$ cat src/rtl/wdg_pkg.sv
// Shared constants and types for the windowed watchdog.
// Assumes an 8-bit write bus and a 3-bit rate field.
package wdg_pkg;
    localparam int RATE_W = 3;
    localparam int NRATE  = 1 << RATE_W;
    localparam logic [7:0] KEY_FIRST  = 8'h55;
    localparam logic [7:0] KEY_SECOND = 8'hAA;

    typedef enum logic { SEL_CTRL = 1'b0, SEL_ARM = 1'b1 } wdg_sel_e;

    // Control write layout, bits [5:0] of the bus word.
    typedef struct packed {
        logic              mask;
        logic              force_rst;
        logic              window;
        logic [RATE_W-1:0] rate;
    } wdg_ctrl_t;
endpackage

$ cat src/rtl/wdg_ctrl_reg.sv
// Control register: stores rate, window enable and mask.
// Decodes the self-clearing force bit. Assumes wr_ctrl is
// already qualified by the bus strobe and target select.
module wdg_ctrl_reg
    import wdg_pkg::*;
(
    input  logic              clk,
    input  logic              rst_n,
    input  logic              wr_ctrl,
    input  logic [7:0]        wr_data,
    output logic [RATE_W-1:0] rate_q,
    output logic              window_q,
    output logic              mask_q,
    output logic [RATE_W-1:0] rate_new,
    output logic              force_pulse
);
    wdg_ctrl_t cfg;

    // Purpose: view the bus word as control fields.
    always_comb begin
        cfg         = wdg_ctrl_t'(wr_data[5:0]);
        rate_new    = cfg.rate;
        force_pulse = wr_ctrl & cfg.force_rst;
    end

    // Purpose: hold the stored control fields.
    always_ff @(posedge clk) begin
        if (!rst_n) begin
            rate_q   <= '0;
            window_q <= 1'b0;
            mask_q   <= 1'b0;
        end else if (wr_ctrl) begin
            rate_q   <= cfg.rate;
            window_q <= cfg.window;
            mask_q   <= cfg.mask;
        end
    end
endmodule

$ cat src/rtl/wdg_counter.sv
// Timeout down-counter. A period table is built per rate
// (rate 0 = stopped). Flags timeout on the tick that ends the
// period and reports whether the final quarter is reached.
// Assumes at most one tick per clock.
module wdg_counter
    import wdg_pkg::*;
#(
    parameter int BASE_LOG2 = 8,
    parameter int STEP_LOG2 = 2,
    parameter int CW        = BASE_LOG2 + STEP_LOG2 * (NRATE - 1) + 1
) (
    input  logic              clk,
    input  logic              rst_n,
    input  logic              tick_en,
    input  logic [RATE_W-1:0] rate_q,
    input  logic [RATE_W-1:0] rate_new,
    input  logic              cfg_load,
    input  logic              rewind,
    output logic [CW-1:0]     cnt,
    output logic              active,
    output logic              win_open,
    output logic              timeout
);
    logic [CW-1:0] period_tab [NRATE];
    logic [CW-1:0] period_cur;

    // One period entry per rate value.
    for (genvar g = 0; g < NRATE; g++) begin : g_period
        if (g == 0) begin : g_off
            assign period_tab[g] = '0;
        end else begin : g_on
            assign period_tab[g] = {{(CW-1){1'b0}}, 1'b1} << (BASE_LOG2 + STEP_LOG2 * g);
        end
    end

    // Purpose: derive status of the running count.
    always_comb begin
        period_cur = period_tab[rate_q];
        active     = (rate_q != '0);
        timeout    = active & tick_en & (cnt == {{(CW-1){1'b0}}, 1'b1});
        win_open   = (cnt <= (period_cur >> 2));
    end

    // Purpose: load, reload or decrement the count.
    always_ff @(posedge clk) begin
        if (!rst_n) begin
            cnt <= '0;
        end else if (cfg_load) begin
            cnt <= period_tab[rate_new];
        end else if (rewind || timeout) begin
            cnt <= period_cur;
        end else if (active && tick_en) begin
            cnt <= cnt - 1'b1;
        end
    end
endmodule

$ cat src/rtl/wdg_key_seq.sv
// Two-step service key checker. Judges each arm write against
// the expected key and the window. Reports a good service or a
// violation in the same cycle. Ignores arm writes while the
// watchdog is stopped.
module wdg_key_seq
    import wdg_pkg::*;
(
    input  logic       clk,
    input  logic       rst_n,
    input  logic       wr_arm,
    input  logic [7:0] wr_data,
    input  logic       restart,
    input  logic       active,
    input  logic       window_q,
    input  logic       win_open,
    output logic       exp_second,
    output logic       svc,
    output logic       violation
);
    logic arm_live, early, bad_key;

    // Purpose: classify the current arm write.
    always_comb begin
        arm_live  = wr_arm & active;
        early     = window_q & ~win_open;
        bad_key   = exp_second ? (wr_data != KEY_SECOND) : (wr_data != KEY_FIRST);
        violation = arm_live & (early | bad_key);
        svc       = arm_live & ~early & ~bad_key & exp_second;
    end

    // Purpose: track which key byte comes next.
    always_ff @(posedge clk) begin
        if (!rst_n) begin
            exp_second <= 1'b0;
        end else if (restart || violation || svc) begin
            exp_second <= 1'b0;
        end else if (arm_live) begin
            exp_second <= 1'b1;
        end
    end
endmodule

$ cat src/rtl/wdg_window_top.sv
// Windowed watchdog top. Decodes bus writes, joins the control
// register, counter and key checker, and registers the reset
// request as a one-cycle pulse. Assumes tick_en comes from an
// external prescaler.
module wdg_window_top
    import wdg_pkg::*;
#(
    parameter int BASE_LOG2 = 8,
    parameter int STEP_LOG2 = 2,
    localparam int CW       = BASE_LOG2 + STEP_LOG2 * (NRATE - 1) + 1
) (
    input  logic       clk,
    input  logic       rst_n,
    input  logic       tick_en,
    input  logic       wr_en,
    input  logic       wr_sel,
    input  logic [7:0] wr_data,
    output logic       rst_req
);
    logic              wr_ctrl, wr_arm;
    logic [RATE_W-1:0] rate_q, rate_new;
    logic              window_q, mask_q, force_pulse;
    logic [CW-1:0]     cnt;
    logic              active, win_open, timeout;
    logic              exp_second, svc, violation;

    // Purpose: split the write strobe by target.
    always_comb begin
        wr_ctrl = wr_en & (wr_sel == SEL_CTRL);
        wr_arm  = wr_en & (wr_sel == SEL_ARM);
    end

    wdg_ctrl_reg u_ctrl (
        .clk(clk), .rst_n(rst_n), .wr_ctrl(wr_ctrl), .wr_data(wr_data),
        .rate_q(rate_q), .window_q(window_q), .mask_q(mask_q),
        .rate_new(rate_new), .force_pulse(force_pulse)
    );

    wdg_counter #(.BASE_LOG2(BASE_LOG2), .STEP_LOG2(STEP_LOG2), .CW(CW)) u_cnt (
        .clk(clk), .rst_n(rst_n), .tick_en(tick_en), .rate_q(rate_q),
        .rate_new(rate_new), .cfg_load(wr_ctrl), .rewind(svc | violation),
        .cnt(cnt), .active(active), .win_open(win_open), .timeout(timeout)
    );

    wdg_key_seq u_key (
        .clk(clk), .rst_n(rst_n), .wr_arm(wr_arm), .wr_data(wr_data),
        .restart(wr_ctrl), .active(active), .window_q(window_q),
        .win_open(win_open), .exp_second(exp_second), .svc(svc),
        .violation(violation)
    );

    // Purpose: register the masked reset request pulse.
    always_ff @(posedge clk) begin
        if (!rst_n) begin
            rst_req <= 1'b0;
        end else begin
            rst_req <= (timeout | violation | force_pulse) & ~mask_q;
        end
    end
endmodule

$ cat config.mk
export PLATFORM = sky130hd
export DESIGN_NAME = wdg_window_top
export DESIGN_NICKNAME = d
export VERILOG_FILES = /design/src/rtl/wdg_pkg.sv /design/src/rtl/wdg_ctrl_reg.sv /design/src/rtl/wdg_counter.sv /design/src/rtl/wdg_key_seq.sv /design/src/rtl/wdg_window_top.sv
export SDC_FILE = /design/constraint.sdc
export NUM_CORES = 1
export LEC_CHECK = 0
export CORE_UTILIZATION = 55
export CTS_CLUSTER_DIAMETER = 60
export DETAILED_ROUTE_END_ITERATION = 10
export DONT_BUFFER_PORTS = 1
export PLACE_DENSITY = 0.8
export RECOVER_POWER = 25
export SLEW_MARGIN = 20
export SYNTH_ARGS = -nofsm -noshare
export SYNTH_HDL_FRONTEND = slang
export SYNTH_SLANG_ARGS = --single-unit
$ cat constraint.sdc
create_clock -name clk -period 5.9 [get_ports clk]
set_clock_uncertainty 0.1 [all_clocks]
set_input_delay 1.77 -clock clk [delete_from_list [all_inputs] [get_ports clk]]
set_output_delay 1.77 -clock clk [all_outputs]
set_load 0.03 [all_outputs]
# Word-level counts from Yosys, hierarchy flattened
# Memories as Yosys holds them, arrays and structs flattened.
# Cells that the tools add are included.
# classes
n_addsub	1
order_cmp	3
eq_ne	3
muxes	8
n_bitwise	24
n_reduce_logical	7
# ops
operator	count
23-bit 2-to-1 mux	7
23-bit by 1-bit equality test with 1-bit output (second input constant)	1
23-bit by 21-bit <= comparator with 1-bit output	1
23-bit by 1-bit subtractor with 23-bit output (second input constant)	1
1-bit AND	12
4-bit >= comparator (second input constant)	2
8-bit by 7-bit inequality test with 1-bit output (second input constant)	1
8-bit inequality test (second input constant)	1
3-bit NOT with 4-bit output	2
1-bit NOT	6
3-bit nonzero test	2
1-bit bitwise OR	4
1-bit logical OR	3
2-bit OR reduction	1
1-bit logical AND	1
1-bit 2-to-1 mux	1
# totals
mem_bits_ro	368
regBits	30
inputBits	13
memories	2
# mem_list
name	depth	word_bits	read_ports	rd_ports_with_merged_regs	write_ports	line	text
(name not given)	8	23	1	0	0	wdg_counter.sv:38	period_cur = period_tab[rate_q];
(name not given)	8	23	1	0	0	wdg_counter.sv:49	cnt <= period_tab[rate_new];

# Longest topological paths before layout
# Gate-level depths: netlist (run 1).
# logic_depth
word_depth	15
mapped_depth	11
ltp_nobuf	10

# Modules after synthesis
# From an unflattened synthesis (run 1), not the netlist that was laid out.
# hier_totals
hier_cells	255
area_unflattened_um2	2107.0
# modules_own_cells
module	cells_per_inst	area_per_inst_um2	n_inst
wdg_counter	209	1650.3	1
wdg_ctrl_reg	20	222.7	1
wdg_key_seq	20	172.7	1
wdg_window_top	6	61.3	1

# Worst setup path after synthesis (run 1)
# OpenSTA, ideal clock, no wires.
# synth_timing
path_type	input port to flip-flop
start	in wr_data[1]
end	reg u_cnt.cnt[12]
setup_slack_ns	2.237
required_ns	5.664
path_stages	7
setup_ns	0.136
n_path_buf	0
arrival_time_ns	3.427
path_cell_list	nand2b_1 > nor4_1 > nand3_1 > o31ai_1 > nor2_1 > o31ai_1 > a211oi_2
# synth_via
elab_chain_len	9
# synth_rtl
element	line	text
start, declared	wdg_window_top.sv:17	input logic [7:0] wr_data,
8-bit by 7-bit inequality test with 1-bit output / 8-bit inequality test (equally long branches)	wdg_key_seq.sv:26	bad_key = exp_second ? (wr_data != KEY_SECOND) : (wr_data != KEY_FIRST);
1-bit 2-to-1 mux	wdg_key_seq.sv:26	
1-bit NOT	wdg_key_seq.sv:28	svc = arm_live & ~early & ~bad_key & exp_second;
1-bit AND (2 in series)	wdg_key_seq.sv:28	
1-bit bitwise OR	wdg_window_top.sv:41	.rate_new(rate_new), .cfg_load(wr_ctrl), .rewind(svc | violation),
1-bit logical OR	wdg_counter.sv:50	end else if (rewind || timeout) begin
23-bit 2-to-1 mux	wdg_counter.sv:50	
23-bit 2-to-1 mux	wdg_counter.sv:48	end else if (cfg_load) begin
end signal, assigned	wdg_counter.sv:49	
end signal, assigned	wdg_counter.sv:51	cnt <= period_cur;
end signal, assigned	wdg_counter.sv:53	cnt <= cnt - 1'b1;
end, declared	wdg_counter.sv:19	output logic [CW-1:0] cnt,
# Several ways; a longest one is shown, not always the timed one. The select of a mux whose other input is x is not followed.
# A chain may end at the register's enable or synchronous reset.

# Final worst setup path (run 1)
# layout_timing
start	in wr_data[1]
end	reg u_cnt.cnt[1]
# Same word-level chain as after synthesis.

==> metrics.md, run 1 <==
| Metric | Value |
|---|---|
| Die width | about 63 um |
| Largest family of logic cells by synthesized area | simple AND/OR/NAND/NOR gates |
| Synthesized flop and latch total | 30 |
| Initial antenna violation count | 0 |
| Hold-fix buffers, CTS | 0 |
| Mux contribution to synthesized area | 0.00484 |
| DP Worst Slack | between 2000 and 2500 ps |
| Layout cells sized above 1 | 0.141 |
| Setup Fix Bufs, Post-CTS | 0 |
| Synth Area in Simple Gates | 0.360 |
| CTS Sinks | 30 |
| Initial Utilization | 0.596 |
| Setup WS post-layout | 2290 ps |
| Fillers | between 300 and 400 |
| Peak supply drop | 0.000131 V |
| Synth Area in Adders | 0.0544 |
| Met3 Use GR | 0.0616 |
| Area occupied by multi-input gates | 1410 sq um |
| Post-synthesis area per instance | between 8 and 9 sq um |
| CP delay by family, top | compound AO/OA/AOI/OAI gates |
| DRC viols | 0 |
| Post-route cell area | 2200 sq um |
| RSZ-0062 raised after global routing | false |
| Top cell type's share of synthesized area | 0.290 |
| Post-CTS sizing | 0 |
| Psw | 0.217 mW |
| First-pass GRT wire length | around 8400 um |
| TritonCTS Buffers | 5 |
| Final Cycle Share | 0.612 |
| Post-synthesis cell area | a little over 2000 sq um |
| Compound-Gate Fraction of Synth Area | 0.198 |
| Worst slew pin tran | 1110 ps |
| Initial DRC count | ~160 |
| Critical Path AT | 3720 ps |
| Hold WC Path Type | register to register |
| Synthesized Nets | 269 |
| IO Count | 14 |
| Max-slew violations | 0 |
| Post-synthesis cell count | 247 |
| CTS clk-pin slew, worst paths | 70 ps |
| Per-cell routed wire length | 16.7 um |
| Sw Ratio | 0.344 |
| Max cap viols | 0 |
| Critical-path top delay cell | o31a_2 |
| CP endpoint kind | register |
| Status | complete, no violations |
| Total wire length | 4920 um |
| FF/Latch Area | approximately 600 sq um |
| Most common cell after layout, fill and taps aside | nor2_1 |
| Commonest cells after routing, fill and taps aside | nor2_1, dfxtp_1, nand2_1 |
| Core box area | around 3500 sq um |
| Worst setup SP type | primary input |
| Layer with the highest usage | met2 |
| Maximum fanout along the worst path | 16 |
| Register area share after synthesis | 0.290 |
| CTS Buffer Depth | 2 |
| Setup violation total in the final timing report | 0 |
| Critical Path, Cell by Cell | nand2b_1 -> nor4_1 -> nand3_1 -> o31a_2 -> a21oi_4 -> nand2_2 -> a211oi_1 |
| CTS tree | built |
| Port Buf Inserts | 0 |
| Number of global-route vias before repair | 1737 |
| Kind of critical path | primary input to register |
| Clock power frac | 0.332 |
| Post-Synth XOR/XNOR Area | 0.0635 |
| F_max | 277 MHz |
| Final HPWL DP | about 3600 um |
| Post-synth EDFFs | 0 |
| Met2 usage | 0.396 |
| Pwr Density | 287 nW/um^2 |
| # diodes | 0 |
| Synth-to-layout area growth | 6.29% |
| Root Driver | clkbuf_8 |
| Cell Int Power | 0.415 mW |
| Crit path required time | 6010 ps |
| Final Hold Fails | 0 |
| Synth async-reset ratio | 0 |
| Period minus WS final | 3610 ps |
| Gr ovfl total | 0 |
| Post-synth top flop | dfxtp_1 |
| H-tree Lvls | 2 |
| Cell taking the most area after synthesis | dfxtp_1 |
| Leakage | 0.758 nW |
| Area after DPL | between 2000 and 2500 sq um |
| Ys Warns | 0 |
| Full die area | between 4000 and 5000 sq um |
| Clock Latency Late Sink | 290 ps |
| Rel. slew slack | 0.254 |
| ANT nets after route | 0 |
| Initial DRT Pass Iterations | 4 |
| Vias per inst | approximately 6.4 |
| Via count | around 1.9k |
| Comb power frac | 0.294 |
| Routability congestion estimate | 0.894 |
| Top post-synthesis cells by area | dfxtp_1, nor2_1, ha_1 |
| Nets | 269 |
| Reg power frac | 0.374 |
| Die H | around 63 um |
| Setup TNS | 0 ps |
| Largest net degree at the start of global routing | 17 |
| Total GRT Usage | 0.270 |
| Tot Pwr | 0.632 mW |
| Critical path's largest stage delay | 450 ps |
| CP Buf/Inv Count | 0 |
| Setup slack, reg-to-reg | 2360 ps |
| Std cell rows | 21 |
| M1 GR Usage | 0.378 |
| Post-synth cell types | 58 |
## cell type report
cell class	instances	share of cell area
Clock buffer	5	0.0313
Clock inverter	3	0.0182
Inverter	6	0.0102
Multi-Input combinational cell	204	0.641
Sequential cell	30	0.273
Tap cell	46	0.0262
## registers in the layout, indices dropped and copies added (netlist names)
signal and flops:
u_cnt.cnt 23, u_ctrl.rate_q 3, rst_req 1, u_ctrl.mask_q 1
u_ctrl.window_q 1, u_key.exp_second 1
## per-layer routing
metal | routed length [um] | up-vias
met3 | 314 | 10
met1 | 2350 | 873
met5 | 0 | -
met4 | 87 | 0
met2 | 2170 | 62
li1 | - | 922
## worst reg2reg max path: cells and delay by family, from the launching register on
family	cells	cell delay, ps
AO/OA/AOI/OAI	5	1500
adder cells (fa/ha/maj)	1	210
AND/OR/NAND/NOR	4	1140
flip-flops	1	450
## through the flow
| stage | hold WS (ps) | instances | utilization |
|---|---|---|---|
| 2_1_floorplan | 301 | 247 | - |
| 3_3_place_gp | 308 | 286 | 0.602 |
| 3_5_place_dp | 318 | 286 | 0.602 |
| 4_1_cts | 331 | 294 | 0.634 |
| 5_1_grt | 349 | 294 | 0.634 |
| 6_report | 335 | 294 | 0.634 |
## cell families after synthesis
kind of cell             count (synthesis)
AO/OA/AOI/OAI                           48
XOR/XNOR                                15
adder cells (fa/ha/maj)                  9
buffers and inverters                   13
flip-flops                              30
multiplexers                             1
AND/OR/NAND/NOR                        131
## power by group through the flow
stage / Clock [mW] / Combinational [mW] / Sequential (mW)
6_report: 0.210 / 0.186 / 0.236
5_1_grt: 0.219 / 0.206 / 0.239
4_1_cts: 0.210 / 0.185 / 0.236
3_5_place_dp: 0 / 0.183 / 0.240
3_3_place_gp: 0 / 0.178 / 0.240
2_1_floorplan: 0 / 0.157 / 0.235
## worst paths after layout
| check | endpoint | start | cells after the start |
|---|---|---|---|
| setup / recovery | u_cnt.cnt[1]$_SDFFE_PN0P_ | wr_data[1] | 7 |
| hold / removal | rst_req$_SDFF_PN0_ | u_ctrl.mask_q$_SDFFE_PN0P_ | 1 |
| setup reg to reg | u_cnt.cnt[12]$_SDFFE_PN0P_ | u_ctrl.rate_q[1]$_SDFFE_PN0P_ | 10 |
| hold reg to reg | rst_req$_SDFF_PN0_ | u_ctrl.mask_q$_SDFFE_PN0P_ | 1 |
## synthesized netlist by cell type (3+ instances only)
master	instances
nor2b_1	5
nor4_2	6
xor2_1	3
nor2_1	31
a2111oi_0	3
nand2b_1	6
nand3_1	10
dfxtp_1	30
a221oi_2	3
inv_1	6
nor3_1	19
clkbuf_1	4
ha_1	9
a21oi_1	11
o31ai_1	4
a211oi_1	4
nand2_1	26
nor4_1	8
xnor2_1	12
Power figures use the tool's default switching activity.
==> run 2, diff against run 1 <==
clock period = 3.39 ns   (was 5.9 ns; I/O delays follow)
==> run 2 against run 1 <==
  * Clock-buffer cell count is the same
  * Utilization grew 2.7 points
  * Worst hold slack lost 3.0 ps
  * First-iteration DRC count shrank 23%
  * Sequential share of layout area shrank 1.1 points
  * Setup slack lost 2200 ps
  * Die area is the same
  * Non-clock buffer count grew 9
  * Critical path depth grew 2
  * Final area grew 4.3%
  * Via count grew 2.3%
  * Critical path type is now register to register
  * Register-to-register slack lost 2200 ps
==> metrics.md, run 2 (same netlist as run 1, synthesis figures left out) <==
| Metric | Value |
|---|---|
| Die width | 63.3 um (unchanged) |
| Number of global-route vias before repair | 1851 (was 1737) |
| Nets | 278 (was 269) |
| Setup violation total in the final timing report | 0 (unchanged) |
| CTS tree | built (unchanged) |
| Total GRT Usage | 0.289 (was 0.270) |
| Initial DRT Pass Iterations | 4 (unchanged) |
| Largest net degree at the start of global routing | 17 (unchanged) |
| CTS Buffer Depth | 2 (unchanged) |
| Initial Utilization | 0.596 (unchanged) |
| Metal3 WL | 370 um (was 314 um) |
| Wire length on met1 | 2430 um (was 2350 um) |
| Path depth of the worst reg2reg path | 9 (was 10) |
| RSZ-0062 raised after global routing | false (unchanged) |
| TritonCTS Buffers | 5 (unchanged) |
| Max cap viols | 0 (unchanged) |
| Inst Count DP | 295 (was 286) |
| Initial antenna violation count | 0 (unchanged) |
| Peak supply drop | 0.000207 V (was 0.000131 V) |
| Leakage | 0.810 nW (was 0.758 nW) |
| Tot Pwr | 1.13 mW (was 0.632 mW) |
| # diodes | 0 (unchanged) |
| Util after Layout | 0.661 (was 0.634) |
| Reg power frac | 0.365 (was 0.374) |
| Period minus WS final | approximately 3300 ps |
| Worst slew pin tran | 1140 ps (was 1110 ps) |
| HP Start | u_ctrl.mask_q$_SDFFE_PN0P_ (unchanged) |
| Fillers | 298 (was 317) |
| CTS clk-pin slew, worst paths | 70 ps (about the same) |
| Top sig layer | met4 (unchanged) |
| Sw Ratio | 0.347 (was 0.344) |
| Full die area | 4010 sq um (unchanged) |
| CTS Sinks | 30 (unchanged) |
| Die H | 63.3 um (unchanged) |
| Rel. slew slack | 0.231 (was 0.254) |
| Max-slew violations | 0 (unchanged) |
| Worst setup SP type | register (was primary input) |
| Critical Path AT | 3350 ps (was 3720 ps) |
| Port Buf Inserts | 0 (unchanged) |
| Area after DPL | 2160 sq um (was 2090 sq um) |
| ANT nets after route | 0 (unchanged) |
| Final Hold Fails | 0 (unchanged) |
| Routability congestion estimate | 0.884 (was 0.894) |
| Status | complete, no violations (unchanged) |
| Comb power frac | 0.314 (was 0.294) |
| Root Driver | clkbuf_8 (unchanged) |
| Clock power frac | 0.321 (was 0.332) |
| Crit path from | u_ctrl.rate_q[1]$_SDFFE_PN0P_ (was wr_data[1]) |
| Maximum fanout along the worst path | 16 (unchanged) |
| Psw | 0.391 mW (was 0.217 mW) |
| H-tree Lvls | 2 (unchanged) |
| DRC viols | 0 (unchanged) |
| Largest register FFs | 23 (unchanged) |
| Clock Latency Late Sink | 290 ps (about the same) |
| Total wire length | 5280 um (was 4920 um) |
| Core box area | 3470 sq um (unchanged) |
| Most common cell after layout, fill and taps aside | nor2_1 (unchanged) |
| Crit path required time | 3490 ps (was 6010 ps) |
| CP endpoint kind | register (unchanged) |
| IO Count | 14 (unchanged) |
| Commonest cells after routing, fill and taps aside | nor2_1, dfxtp_1, nand2_1 (unchanged) |
| Pwr Density | 492 nW/um^2 (was 287 nW/um^2) |
| Kind of critical path | register to register (was primary input to register) |
| Initial DRC count | 122 (was 158) |
| Reg with most FFs | u_cnt.cnt (unchanged) |
| Per-cell routed wire length | 17.4 um (was 16.7 um) |
| Fin cells | 303 (was 294) |
| Final Cycle Share | 0.959 |
| Biggest regs | u_cnt.cnt (23), u_ctrl.rate_q (3) (unchanged) |
| Via count | 1910 (was 1867) |
| F_max | 307 MHz |
| Synth-to-layout area growth | 10.9% (was 6.29%) |
| Hold WC Path Type | register to register (unchanged) |
| Final HPWL DP | 3780 um (was 3560 um) |
| Hold-fix buffers, CTS | 0 (unchanged) |
| Met2 wire len | 2390 um (was 2170 um) |
| Post-route cell area | 2290 sq um (was 2200 sq um) |
| Std cell rows | 21 (unchanged) |
| Gr ovfl total | 0 (unchanged) |
| Cell Int Power | 0.736 mW (was 0.415 mW) |
| Vias per inst | 6.30 (was 6.35) |
| Cells on Worst Hold Path | 1 (unchanged) |
| First-pass GRT wire length | 8960 um (was 8440 um) |
| Reg2reg start | u_ctrl.rate_q[1]$_SDFFE_PN0P_ (unchanged) |
| Layout cells sized above 1 | 0.183 (was 0.141) |
[run 2: through the flow]
step | setup slack, ps | hold slack, ps | TNS [ps]
2_1_floorplan | 303 | 301 | 0
3_3_place_gp | 158 | 313 | 0
3_5_place_dp | -39.5 | 325 | -39.5
4_1_cts | 79.6 | 335 | 0
5_1_grt | 3.73 | 359 | 0
6_report | 138 | 332 | 0
[run 2: critical path: stages, from the launching register on]
cell and delay [ps]:
dfxtp_2 400, and2_1 230, nand2b_1 140, ha_1 310
a211o_1 310, a221o_1 450, a2111o_1 500, a21oi_4 300
nand2_4 180, a211oi_1 250
[run 2: power by group through the flow]
stage                     clock network, mW  logic (mW)  registers (mW)
after floorplan                           0       0.274           0.408
after global placement                    0       0.321           0.417
after detailed placement                  0       0.329           0.418
after CTS                             0.364       0.340           0.411
after global routing                  0.386       0.385           0.415
final                                 0.362       0.354           0.412
[run 2: area by class of cell]
type / count / area (sq um) / share of cell area
clock buffers: 5 / 68.8 / 0.0300
clock inverters: 3 / 40.0 / 0.0175
inverters: 6 / 22.5 / 0.00982
multi-input cells: 204 / 1440 / 0.626
flip-flops and latches: 30 / 602 / 0.262
well taps: 46 / 57.6 / 0.0251
repair buffers: 9 / 67.6 / 0.0295
[run 2: final timing paths]
kind | endpoint | slack (ps)
max | u_cnt.cnt[1]$_SDFFE_PN0P_ | 140
min | rst_req$_SDFF_PN0_ | 330
min reg2reg | rst_req$_SDFF_PN0_ | 330
max reg2reg | u_cnt.cnt[1]$_SDFFE_PN0P_ | 140
[run 2: repair_timing]
| item | CTS | global route |
|---|---|---|
| setup buffers | 0 | 0 |
| endpoints found under the setup margin | 1 | 9 |
| pin swaps | 0 | 0 |
| gates resized for setup | 2 | 3 |
[run 2: layer usage]
metal  global-route usage  vias up
li1                     -      941
met1                0.374      877
met2                0.461       82
met3               0.0670       10
met4                0.108        0
met5                    0        -
==> run 3, diff against run 2 <==
CORE_UTILIZATION = 60   (was 55)
PLACE_DENSITY = 0.86   (was 0.8)
==> run 3 against run 2 <==
  * Fmax down 0.81%
  * Routed wire length down 2.3%
  * Critical path type unchanged
  * Final area down 0.49%
  * Clock-buffer cell count up 1
  * Critical path depth up 1
  * Cell count down 0.99%
  * Sequential power about the same
  * Flip-flop and latch count unchanged
  * Non-clock buffer count down 1
==> metrics.md, run 3 (same netlist as run 1, synthesis figures left out) <==
| Metric | Value |
|---|---|
| Hold-fix buffers, CTS | 0 (unchanged) |
| Rel. slew slack | 0.311 (was 0.231) |
| Setup TNS | 0 ps (unchanged) |
| Initial DRT Pass Iterations | 4 (unchanged) |
| Per-cell routed wire length | 17.2 um (was 17.4 um) |
| Setup Fix Bufs, Post-CTS | 0 (unchanged) |
| Final HPWL DP | 3600 um (was 3780 um) |
| Post-route cell area | 2280 sq um (was 2290 sq um) |
| Initial Utilization | 0.656 (was 0.596) |
| Setup violation total in the final timing report | 0 (unchanged) |
| Via count | 1903 (was 1910) |
| Biggest regs | u_cnt.cnt (23), u_ctrl.rate_q (3) (unchanged) |
| Critical path's largest stage delay | 430 ps (was 500 ps) |
| Core box area | 3150 sq um (was 3470 sq um) |
| Post-CTS sizing | 0 (was 2) |
| Layout cells sized above 1 | 0.184 (was 0.183) |
| Crit path required time | 3560 ps (was 3490 ps) |
| Final Cycle Share | 0.967 (was 0.959) |
| TritonCTS Buffers | 5 (unchanged) |
| Critical-path top delay cell | dfxtp_2 (was a2111o_1) |
| Die H | 60.7 um (was 63.3 um) |
| Root Driver | clkbuf_4 (was clkbuf_8) |
| Synth-to-layout area growth | 10.3% (was 10.9%) |
| Vias per inst | 6.34 (was 6.30) |
| CP delay by family, top | compound AO/OA/AOI/OAI gates (unchanged) |
| First-pass GRT wire length | 8190 um (was 8960 um) |
| Total GRT Usage | 0.309 (was 0.289) |
| ANT nets after route | 0 (unchanged) |
| Reg with most FFs | u_cnt.cnt (unchanged) |
| Setup WS post-layout | 111 ps (was 138 ps) |
| Full die area | 3690 sq um (was 4010 sq um) |
| CP endpoint kind | register (unchanged) |
| Initial DRC count | 154 (was 122) |
| CTS tree | built (unchanged) |
| Pwr Density | 502 nW/um^2 (was 492 nW/um^2) |
| Commonest cells after routing, fill and taps aside | nor2_1, dfxtp_1, nand2_1 (unchanged) |
| Fillers | 243 (was 298) |
| # diodes | 0 (unchanged) |
| IO Count | 14 (unchanged) |
| Nets | 277 (was 278) |
| Worst slew pin tran | 1020 ps (was 1140 ps) |
| Max-slew violations | 0 (unchanged) |
| Std cell rows | 20 (was 21) |
| Total wire length | 5160 um (was 5280 um) |
| DRC viols | 0 (unchanged) |
| Tot Pwr | 1.14 mW (was 1.13 mW) |
| Port Buf Inserts | 0 (unchanged) |
| Status | complete, no violations (unchanged) |
| Worst setup SP type | register (unchanged) |
| Critical Path AT | 3450 ps (was 3350 ps) |
| Leakage | 0.806 nW (was 0.810 nW) |
| Critical Path, Cell by Cell | and2_1 -> nand2b_1 -> ha_1 -> nor4bb_2 -> nand4b_1 -> o31a_1 -> o31a_2 -> a21oi_4 -> nand2_4 -> a211oi_1 (was and2_1 -> nand2b_1 -> ha_1 -> a211o_1 -> a221o_1 -> a2111o_1 -> a21oi_4 -> nand2_4 -> a211oi_1) |
| Clock Latency Late Sink | 350 ps (was 290 ps) |
| Number of global-route vias before repair | 1757 (was 1851) |
| H-tree Lvls | 2 (unchanged) |
| Hold WC Path Type | register to register (unchanged) |
| Maximum fanout along the worst path | 16 (unchanged) |
| DP Worst Slack | 94.1 ps (was -39.5 ps) |
| Max cap viols | 0 (unchanged) |
| Die width | 60.7 um (was 63.3 um) |
| Largest net degree at the start of global routing | 17 (unchanged) |
| F_max | 305 MHz (was 307 MHz) |
| CTS Sinks | 30 (unchanged) |
| Routability congestion estimate | 0.939 (was 0.884) |
| Initial antenna violation count | 0 (unchanged) |
| Final Hold Fails | 0 (unchanged) |
| Peak supply drop | 0.000369 V (was 0.000207 V) |
| CTS Buffer Depth | 2 (unchanged) |
| Most common cell after layout, fill and taps aside | nor2_1 (unchanged) |
| Period minus WS final | 3280 ps (was 3250 ps) |
| Util after Layout | 0.724 (was 0.661) |
| Gr ovfl total | 0 (unchanged) |
| CTS clk-pin slew, worst paths | 100 ps (was 70 ps) |
| Area after DPL | 2150 sq um (was 2160 sq um) |
| Largest register FFs | 23 (unchanged) |
| Kind of critical path | register to register (unchanged) |
| CP Buf/Inv Count | 0 (unchanged) |
==> run 3: cell types whose count changed in the layout (fill, tap and decap cells not counted), sizes merged <==
| cell | change |
|---|---|
| bufinv | +1 |
| buf | -1 |
| clkbuf | +1 |
| clkinv | -2 |
==> run 3: cell type report <==
class / count / area [sq um] / share of cell area
clock buffer: 6 / 51.3 / 0.0225
inverter: 6 / 22.5 / 0.00987
clock inverter: 2 / 60.1 / 0.0263
sequential: 30 / 603 / 0.264
multi-input combinational: 204 / 1430 / 0.627
timing repair buffer: 8 / 60.1 / 0.0263
tap: 44 / 55.1 / 0.0241
==> run 3: final timing paths <==
path | to | slack (ps) | start | depth (start not counted)
worst max register to register | u_cnt.cnt[1]$_SDFFE_PN0P_ | 110 | u_ctrl.rate_q[0]$_SDFFE_PN0P_ | 10
worst max-delay path | u_cnt.cnt[1]$_SDFFE_PN0P_ | 110 | u_ctrl.rate_q[0]$_SDFFE_PN0P_ | 10
worst min register to register | rst_req$_SDFF_PN0_ | 340 | u_ctrl.mask_q$_SDFFE_PN0P_ | 1
worst min-delay path | rst_req$_SDFF_PN0_ | 340 | u_ctrl.mask_q$_SDFFE_PN0P_ | 1
==> run 3: report_power, final <==
group          total, mW  internal [mW]  switching [mW]
registers          0.412          0.375          0.0361
clock network      0.385          0.250           0.135
logic              0.348          0.145           0.203
total               1.14          0.770           0.375
==> run 3: stage by stage <==
step           instances  hold slack [ps]
2_1_floorplan        247              301
3_3_place_gp         292              314
3_5_place_dp         292              330
4_1_cts              300              339
5_1_grt              300              370
6_report             300              336
==> run 3: metal layers <==
metal | part of all wire | vias up | track usage
met3 | 0.075 | 17 | 0.0704
met1 | 0.44 | 870 | 0.403
met5 | 0 | - | 0
met2 | 0.46 | 80 | 0.487
li1 | - | 936 | -
met4 | 0.023 | 0 | 0.140
